[config.mk]
export PLATFORM = sky130hd
export DESIGN_NAME = sr_wp_ctrl
export DESIGN_NICKNAME = d
export VERILOG_FILES = /design/src/rtl/sr_wp_pkg.sv /design/src/rtl/sr_wp_range.sv /design/src/rtl/sr_wp_gate.sv /design/src/rtl/sr_wp_ctrl.sv
export SDC_FILE = /design/constraint.sdc
export NUM_CORES = 1
export LEC_CHECK = 0
export ABC_AREA = 0
export BUFFER_PORTS_ARGS = -buffer_cell sky130_fd_sc_hd__buf_4
export CAP_MARGIN = 20
export CORE_AREA = 2 2 39 41
export CTS_BUF_LIST = sky130_fd_sc_hd__clkbuf_4 sky130_fd_sc_hd__clkbuf_8
export DETAILED_ROUTE_END_ITERATION = 12
export DIE_AREA = 0 0 41 43
export GPL_TIMING_DRIVEN = 0
export PLACE_DENSITY_LB_ADDON = 0.25
export SYNTH_ARGS = -nofsm -noshare
export SYNTH_HDL_FRONTEND = slang
export SYNTH_HIERARCHICAL = 1
export SYNTH_SLANG_ARGS = --single-unit
[constraint.sdc]
create_clock -name clk -period 3.2 [get_ports clk]
set_input_delay 0.16 -clock clk [delete_from_list [all_inputs] [get_ports clk]]
set_output_delay 0.16 -clock clk [all_outputs]
set_load 0.05 [all_outputs]
[src/rtl/sr_wp_pkg.sv]
package sr_wp_pkg;
    localparam int SR_W   = 8;
    localparam int B_WPEN = 7;
    localparam int B_BP1  = 3;
    localparam int B_BP0  = 2;
    localparam int B_WEN  = 1;
    localparam int B_BSY  = 0;

    typedef struct packed {
        logic       wpben;
        logic [1:0] bp;
        logic       wen;
        logic       busy;   // status-write cycle running
        logic       abort;  // pin dipped during the shift
        logic       ok;     // acceptance pulse
    } sr_state_t;
endpackage

[src/rtl/sr_wp_range.sv]
module sr_wp_range #(
    parameter int ADDR_W = 18
) (
    input  logic [1:0]        bp_i,
    input  logic [ADDR_W-1:0] addr_i,
    output logic              locked_o
);
    localparam int TOP = ADDR_W - 1;

    logic [1:0] seg;
    assign seg = addr_i[TOP -: 2];

    always_comb begin
        unique case (bp_i)
            2'b00:   locked_o = 1'b0;
            2'b01:   locked_o = (seg == 2'b11);
            2'b10:   locked_o = seg[1];
            default: locked_o = 1'b1;
        endcase
    end
endmodule

[src/rtl/sr_wp_gate.sv]
module sr_wp_gate (
    input  logic req_i,
    input  logic wen_i,
    input  logic busy_i,
    input  logic wp_n_i,
    input  logic wpben_i,
    input  logic abort_q_i,
    input  logic shift_i,
    output logic grant_o,
    output logic abort_d_o
);
    logic pin_lock;
    assign pin_lock  = !wp_n_i && wpben_i;
    assign grant_o   = req_i && wen_i && !busy_i && !pin_lock && !abort_q_i;
    assign abort_d_o = shift_i && !req_i && (abort_q_i || pin_lock);
endmodule

[src/rtl/sr_wp_ctrl.sv]
module sr_wp_ctrl
    import sr_wp_pkg::*;
#(
    parameter int ADDR_W = 18
) (
    input  logic              clk,
    input  logic              rst_n,
    input  logic              wen_set_i,
    input  logic              wen_clr_i,
    input  logic              sr_shift_i,
    input  logic              sr_wr_req_i,
    input  logic [SR_W-1:0]   sr_wr_data_i,
    input  logic              wp_n_i,
    input  logic              array_busy_i,
    input  logic              cycle_done_i,
    input  logic [ADDR_W-1:0] arr_addr_i,
    output logic [SR_W-1:0]   status_o,
    output logic              arr_wr_ok_o,
    output logic              sr_wr_ok_o
);
    sr_state_t st_q, st_d;
    logic      busy_any, grant, abort_d, locked;
    logic      unused_data;

    assign busy_any    = st_q.busy || array_busy_i;
    assign unused_data = ^{sr_wr_data_i[6:4], sr_wr_data_i[1:0]};

    sr_wp_gate u_gate (
        .req_i     (sr_wr_req_i),
        .wen_i     (st_q.wen),
        .busy_i    (busy_any),
        .wp_n_i    (wp_n_i),
        .wpben_i   (st_q.wpben),
        .abort_q_i (st_q.abort),
        .shift_i   (sr_shift_i),
        .grant_o   (grant),
        .abort_d_o (abort_d)
    );

    sr_wp_range #(.ADDR_W(ADDR_W)) u_range (
        .bp_i     (st_q.bp),
        .addr_i   (arr_addr_i),
        .locked_o (locked)
    );

    always_comb begin
        st_d       = st_q;
        st_d.ok    = 1'b0;
        st_d.abort = abort_d;
        if (!busy_any) begin
            if (wen_set_i) st_d.wen = 1'b1;
            if (wen_clr_i) st_d.wen = 1'b0;
        end
        if (grant) begin
            st_d.wpben = sr_wr_data_i[B_WPEN];
            st_d.bp    = {sr_wr_data_i[B_BP1], sr_wr_data_i[B_BP0]};
            st_d.busy  = 1'b1;
            st_d.ok    = 1'b1;
        end
        if (cycle_done_i && busy_any) begin
            st_d.busy = 1'b0;
            st_d.wen  = 1'b0;
        end
    end

    always_ff @(posedge clk or negedge rst_n) begin
        if (!rst_n) st_q <= '0;
        else        st_q <= st_d;
    end

    always_comb begin
        status_o         = '0;
        status_o[B_WPEN] = st_q.wpben;
        status_o[B_BP1]  = st_q.bp[1];
        status_o[B_BP0]  = st_q.bp[0];
        status_o[B_BSY]  = busy_any;
        status_o[B_WEN]  = st_q.wen || busy_any;
    end

    assign arr_wr_ok_o = st_q.wen && !locked;
    assign sr_wr_ok_o  = st_q.ok;
endmodule

Yosys cells after proc, flatten, opt, wreduce, memory -nomap -nowiden
Cells that the tools add are included.
- bits in registers: 7
- bits of input ports: 35
- output and inout port bits: 10
- logic and storage cells: 39
- equality and inequality tests: 4
- mux-type cells: 7
- reductions and logical operators: 22
- operators with widths (operator ; count):
    $logic_and A1 B1 Y1 ; 9
    $logic_not A1 Y1 ; 6
    $mux W1 ; 5
    $eq A2 B2 Y1 const B ; 2
    $logic_or A1 B1 Y1 ; 3
    $pmux W1 S3 ; 1
    $reduce_bool A3 Y1 ; 1
    $eq A2 B1 Y1 const B ; 1
    $logic_not A2 Y1 ; 1
    $mux W2 ; 1
    $ne A2 B1 Y1 const B ; 1
    $reduce_and A2 Y1 ; 1
    $reduce_bool A2 Y1 ; 1

Depth between registers and ports, before layout
Gate-level depths: netlist (run 1).
- depth after elaboration: 7
- mapped depth: 3
- mapped depth without buffers: 3

By module
Netlist (run 1), hierarchy kept.
- modules (own cells, without submodules) (module ; instances ; cells an instance ; area each (um^2)):
    sr_wp_ctrl ; 1 ; 26 ; 324.1
    sr_wp_gate ; 1 ; 6 ; 57.6
    sr_wp_range ; 1 ; 3 ; 13.8

Worst setup path after synthesis (run 1)
No wires, ideal clock.
- kind: register -> register
- from: register st_q[2] in the netlist's numbering
- to: register st_q (netlist bit status_o[2])
- setup time: 0.125 ns
- arrival time: 1.424 ns
- path slack: 1.651 ns
- cell stages (with the launch flop): 4
- path buffers: 0
- cell sequence: dfrtp_1 > or2_2 > nor4b_4 > mux2_2
- cells in the longest elaborated chain, start to end: 5
- ends and longest elaborated chain (item ; line ; RTL):
    start: declaration ; sr_wp_ctrl.sv:21 ; sr_state_t st_q, st_d;
    start signal: assignment ; sr_wp_ctrl.sv:68 ; else st_q <= st_d;
    $logic_or A1 B1 Y1 ; sr_wp_ctrl.sv:25 ; assign busy_any = st_q.busy || array_busy_i;
    net busy_any ; sr_wp_ctrl.sv:22 ; logic busy_any, grant, abort_d, locked;
    $logic_not A1 Y1 ; sr_wp_gate.sv:14 ; assign grant_o = req_i && wen_i && !busy_i && !pin_lock && !abort_q_i;
    $logic_and A1 B1 Y1 (3 in a row) ; sr_wp_gate.sv:14 ;
    net grant ; sr_wp_ctrl.sv:22 ;
The timed path passes the listed nets, and every way through them passes these cells.
A chain may end at the register's enable or synchronous reset.

Final worst setup path (run 1)
Ends and elaborated chain as after synthesis.

==> impl_metrics.tcl, run 1 <==
set metrics [dict create \
    status "finished, final reports clean" \
    drc 0 \
    syn-cell-area_um2 395 \
    critPathMaxFanout 6 \
    required_ps 3330 \
    fin_cells 78 \
    p_leak_nw 0.311 \
    cts_tree "yes" \
    ant_nets 0 \
    grt-ovfl-total 0 \
    min_period_over_period 0.518 \
    wl_um 733 \
    p_per_area_nw_per_um2 748 \
    fp.coreArea_um2 1380 \
    fin_crit_ps 1660 \
    cts_buffer_depth 2 \
    ys_ff_latch 7 \
    critical_path.startpoint_type "flop" \
    track_usage 0.106 \
    wl_met3_um 65 \
    worstHoldEndpoint "status_o[3]" \
    final_common_cell "buf_4" \
    antenna_found_initial 0 \
    num_vias 329 \
    routed_via_density 4.22 \
    start_util 0.286 \
    fmax_mhz 604 \
    clock_sink_count 7 \
    root_buffer "clkbuf_4" \
    areaGrowthSynthToFinish_pct 55.1 \
    fin_skew_ps 2.33 \
    r2r-end "status_o[2]" \
    end_kind "flop" \
    wire_per_inst_um 9.40 \
    die_h_um 43 \
    top_layer "met4" \
    dp.cells 73 \
    yosysTopAreaCellShare 0.443 \
    yosysWarnings 6 \
    dieArea_um2 1760 \
    postCtsSetupRepairBufs 0 \
    rows 14 \
    vdd_drop_max_mv 0.303 \
    rrSetupSlack_ps 1540 \
    timing.rr.start "st_q[2]" \
    dr.pass1.iters 3 \
    worstRegToRegCells 3 \
    max_cap_viol_count 0 \
    syn_area_per_cell_um2 11.3 \
    io_buffer_count 20 \
    route.met2.wl_um 391 \
    worstHoldPathType "in -> reg" \
    grt_pass1_wl_mm 1.18 \
    holdPathStages 2 \
    seq_area_frac_synth 0.443 \
    cts_made_buffers 3 \
    synth_cell_types 21 \
    insertion_delay_ps 250 \
    clk_pin_slew_worst_paths_ps 50 \
    finalSetupViolCount 0 \
    fin_setup_tns_ps 0 \
    finalPower_mw 0.458 \
    critical_path_class "reg -> reg" \
    synth_area_leader_cell "dfrtp_1" \
    grt_max_degree 8 \
    yosys-top-cells-area "dfrtp_1 44%, buf_4 13%, mux2_2 8.5%, nor4b_4 6.0%, a21oi_2 2.2%" \
    synth_cells 35 \
    ctsHtreeMaxLevel 1 \
    wl_met1_um 267 \
    io_pins 45 \
    final_cell_mix "27 x buf_4, 7 x dfrtp_1, 4 x clkbuf_4" \
    worstHoldStart "sr_wr_data_i[3]" \
    final_nets 98 \
    dr.first_iter.drc_count 2 \
    cp.arrival_ps 1790 \
    drive_gt1_frac 0.645 \
    grt_pass1_vias 312 \
    diodes 0 \
    slew_violations 0 \
    routabilityCongestion 0.640 \
    rsz0062_at_grt "false" \
    hold_violations 0 \
    die_w_um 41 \
]
-- synthesized netlist by cell type --
cell type / count
or3_2: 1
o21a_1: 1
or2_2: 1
dfrtp_1: 7
a31o_1: 1
mux2_2: 3
nor4b_1: 1
nand3_1: 1
nand2_2: 1
or3b_1: 1
nand2b_1: 1
inv_1: 1
nor2b_1: 1
a21oi_2: 1
o21ai_1: 1
buf_4: 7
conb_1: 1
o21ai_0: 1
nand2_1: 1
nor4b_4: 1
nand2b_2: 1
-- cell families after synthesis --
logic type,count (synthesis),share of synthesized area
AND/OR/NAND/NOR,11,0.231
buffers and inverters,8,0.142
flip-flops,7,0.443
AO/OA/AOI/OAI,5,0.0886
multiplexers,3,0.0854
other,1,0.00948
-- flip-flops by register name (all words and copies together), names as in the netlist --
name	cells
status_o	3
sr_wr_ok_o	1
st_q	3
-- power breakdown --
part / leakage, nW / internal [mW] / switching, mW / total [mW]
Sequential: 0.0903 / 0.113 / 0.0219 / 0.135
Clock: 0.0184 / 0.0560 / 0.0320 / 0.0880
Combinational: 0.202 / 0.100 / 0.135 / 0.235
-- timing repair --
item	CTS	global route
hold buffers	1	0
hold endpoints to repair	7	0
resized for setup	0	0
-- routing by layer --
metal  global-route usage  vias up
met5                    0        -
met4                0.120        0
met3               0.0314        2
met2                0.153       13
met1                0.105      151
li1                     -      163
-- critical path, cell delays in order, from the launching register on --
cell	delay, ps
dfrtp_1	420
or2_2	330
nor4b_4	420
mux2_2	380
-- how the worst max path moves through the flow --
stage,start,end,slack (ps)
finish,st_q[2],status_o[2],1540
floorplan,st_q[2],status_o[2],1650
global route,st_q[2],status_o[7],1460
detailed placement,st_q[2],status_o[3],1530
CTS,st_q[2],status_o[3],1520
global placement,st_q[2],status_o[2],1540
-- layout make-up --
class / count / area (µm²)
Timing Repair Buffer: 21 / 160
Inverter: 1 / 3.75
Fill cell: 150 / 771
Multi-Input combinational cell: 22 / 171
Sequential cell: 7 / 175
Tap cell: 16 / 20.0
Buffer: 7 / 52.6
Clock buffer: 4 / 30.0
-- through the flow --
stage	setup WS, ps	hold slack (ps)	cell area [µm²]	utilization
global route	1460	143	613	0.443
detailed placement	1530	-22.2	573	0.414
finish	1540	143	613	0.443
floorplan	1650	-136	403	-
CTS	1520	134	613	0.443
global placement	1540	-23.2	573	0.414
Power figures use the tool's default switching activity.
==> run 2, diff against run 1 <==
- ABC_AREA: 0 -> 1
- clock period: 3.2 -> 1.7 ns (I/O delays scaled with it)
==> impl_metrics.tcl, run 2 <==
set metrics [dict create \
    cts_made_buffers 3 \
    track_usage 0.107 \
    io_pins 45 \
    grt_pass1_vias 294 \
    fin_setup_tns_ps 0 \
    areaGrowthSynthToFinish_pct 57.0 \
    grt-ovfl-total 0 \
    cts_buffer_depth 2 \
    ctsHtreeMaxLevel 1 \
    fin_ws_ps 412 \
    fmax_mhz 776 \
    root_buffer "clkbuf_4" \
    final_cell_mix "27 x buf_4, 9 x inv_1, 9 x nand2_1" \
    crit_path_top_delay_cell "dfrtp_1" \
    hold_violations 0 \
    worstHoldPathType "in -> reg" \
    utilization 0.429 \
    hold_slack_ps 33.3 \
    end_kind "flop" \
    path_delay_family "simple AND/OR/NAND/NOR gates" \
    critical_path.startpoint_type "flop" \
    worstPathCellList "nor2_2, inv_1, inv_1, nand3_1, nor2_2, o21ai_0" \
    pre_cts_ws_ps 391 \
    grt_pass1_wl_mm 1.15 \
    insertion_delay_ps 250 \
    rows 14 \
    final_nets 111 \
    cts_tree "yes" \
    start_util 0.273 \
    synthFlopType "dfrtp_1" \
    ys_ff_latch 7 \
    drive_gt1_frac 0.453 \
    fin_skew_ps 1.25 \
    final_common_cell "buf_4" \
    routabilityCongestion 0.693 \
    die_h_um 43 \
    clk_pin_slew_worst_paths_ps 60 \
    io_buffer_count 20 \
    grt_max_degree 9 \
    cp.arrival_ps 1410 \
    synth.cells.most_frequent "9 x inv_1, 9 x nand2_1, 7 x buf_4, 7 x dfrtp_1, 3 x o21ai_0" \
    die_w_um 41 \
    antenna_found_initial 0 \
    critical_path_class "reg -> reg" \
    fp.coreArea_um2 1380 \
    slew_violations 0 \
    critical_path_buf_inv_count 2 \
    clock_sink_count 7 \
    critPathMaxFanout 8 \
    fin_crit_ps 1290 \
    wire_per_inst_um 7.88 \
    vdd_drop_max_mv 0.746 \
    max_cap_viol_count 0 \
    postCtsSetupRepairBufs 0 \
    routed_via_density 3.78 \
    yosys-top-cells-area "dfrtp_1 46%, buf_4 14%, inv_1 8.9%, nand2_1 8.9%, o21ai_0 4.0%" \
    hpwl_um 585 \
    p_per_area_nw_per_um2 1420 \
    min_period_over_period 0.758 \
    wl_um 717 \
    synthArstFlopShare 1.00 \
    dr.first_iter.drc_count 5 \
    synth_area_leader_cell "dfrtp_1" \
    synth-edff-count 0 \
    syn_area_per_cell_um2 7.87 \
    yosysTopAreaCellShare 0.464 \
    num_vias 344 \
    finalSetupViolCount 0 \
    dp.cells 86 \
    seq_area_frac_synth 0.464 \
    diodes 0 \
    drc 0 \
    dr.pass1.iters 2 \
    synth_cells 48 \
    slowest_delay_ps 400 \
    rsz0062_at_grt "false" \
    status "finished, final reports clean" \
    synth_cell_types 13 \
    dieArea_um2 1760 \
    ant_nets 0 \
    required_ps 1820 \
    yosysWarnings 6 \
    syn-cell-area_um2 378 \
    p_leak_nw 0.339 \
    fin_cells 91 \
]
-- run 2: kinds of logic after synthesis --
group                  after synthesis  synth area share
buffers and inverters               16             0.228
AO/OA/AOI/OAI                        8             0.113
AND/OR/NAND/NOR                     16             0.185
other                                1           0.00992
flip-flops                           7             0.464
-- run 2: timing repair --
| action | in CTS | in global routing |
|---|---|---|
| hold buffers | 1 | 0 |
| resized for setup | 0 | 0 |
| hold endpoints to repair | 7 | 0 |
-- run 2: per-layer routing --
layer	global-route usage	vias to the layer above	share of wire
met5	0	-	0
met4	0.0600	0	0
met3	0.0785	0	0.10
met2	0.153	16	0.48
met1	0.109	137	0.42
li1	-	191	-
-- run 2: worst paths after layout --
kind                                  from          end  slack (ps)  depth (start not counted)
max                                st_q[2]  status_o[7]         410                          6
min                        sr_wr_data_i[2]  status_o[2]          30                          3
max reg2reg                        st_q[2]  status_o[7]         410                          6
min reg2reg                        st_q[2]      st_q[2]         530                          1
max in group asynchronous            rst_n      st_q[3]        1410                          2
min in group asynchronous            rst_n      st_q[1]         170                          2
-- run 2: worst reg2reg max path, stage by stage, from the launching register on --
cell     delay (ps)
dfrtp_1         400
nor2_2          150
inv_1            70
inv_1            50
nand3_1          70
nor2_2          260
o21ai_0         150
-- run 2: report_power, final --
group          leakage [nW]  switching, mW  internal (mW)
clock network        0.0177         0.0668         0.0862
logic                 0.232          0.271          0.165
registers            0.0900         0.0418          0.214
total                 0.339          0.380          0.465
-- run 2: metrics by stage --
step	power [mW]	cell area, µm²
finish	0.845	593
global route	0.902	593
CTS	0.861	593
detailed placement	0.697	556
global placement	0.691	556
floorplan	0.574	385
-- run 2: cell type report --
cell class	count	area, µm²
Buffer	7	52.6
Tap cell	16	20.0
Sequential cell	7	175
Clock buffer	3	22.5
Inverter	9	33.8
Clock inverter	1	5.00
Multi-Input combinational cell	27	124
Fill cell	155	791
Timing Repair Buffer	21	160
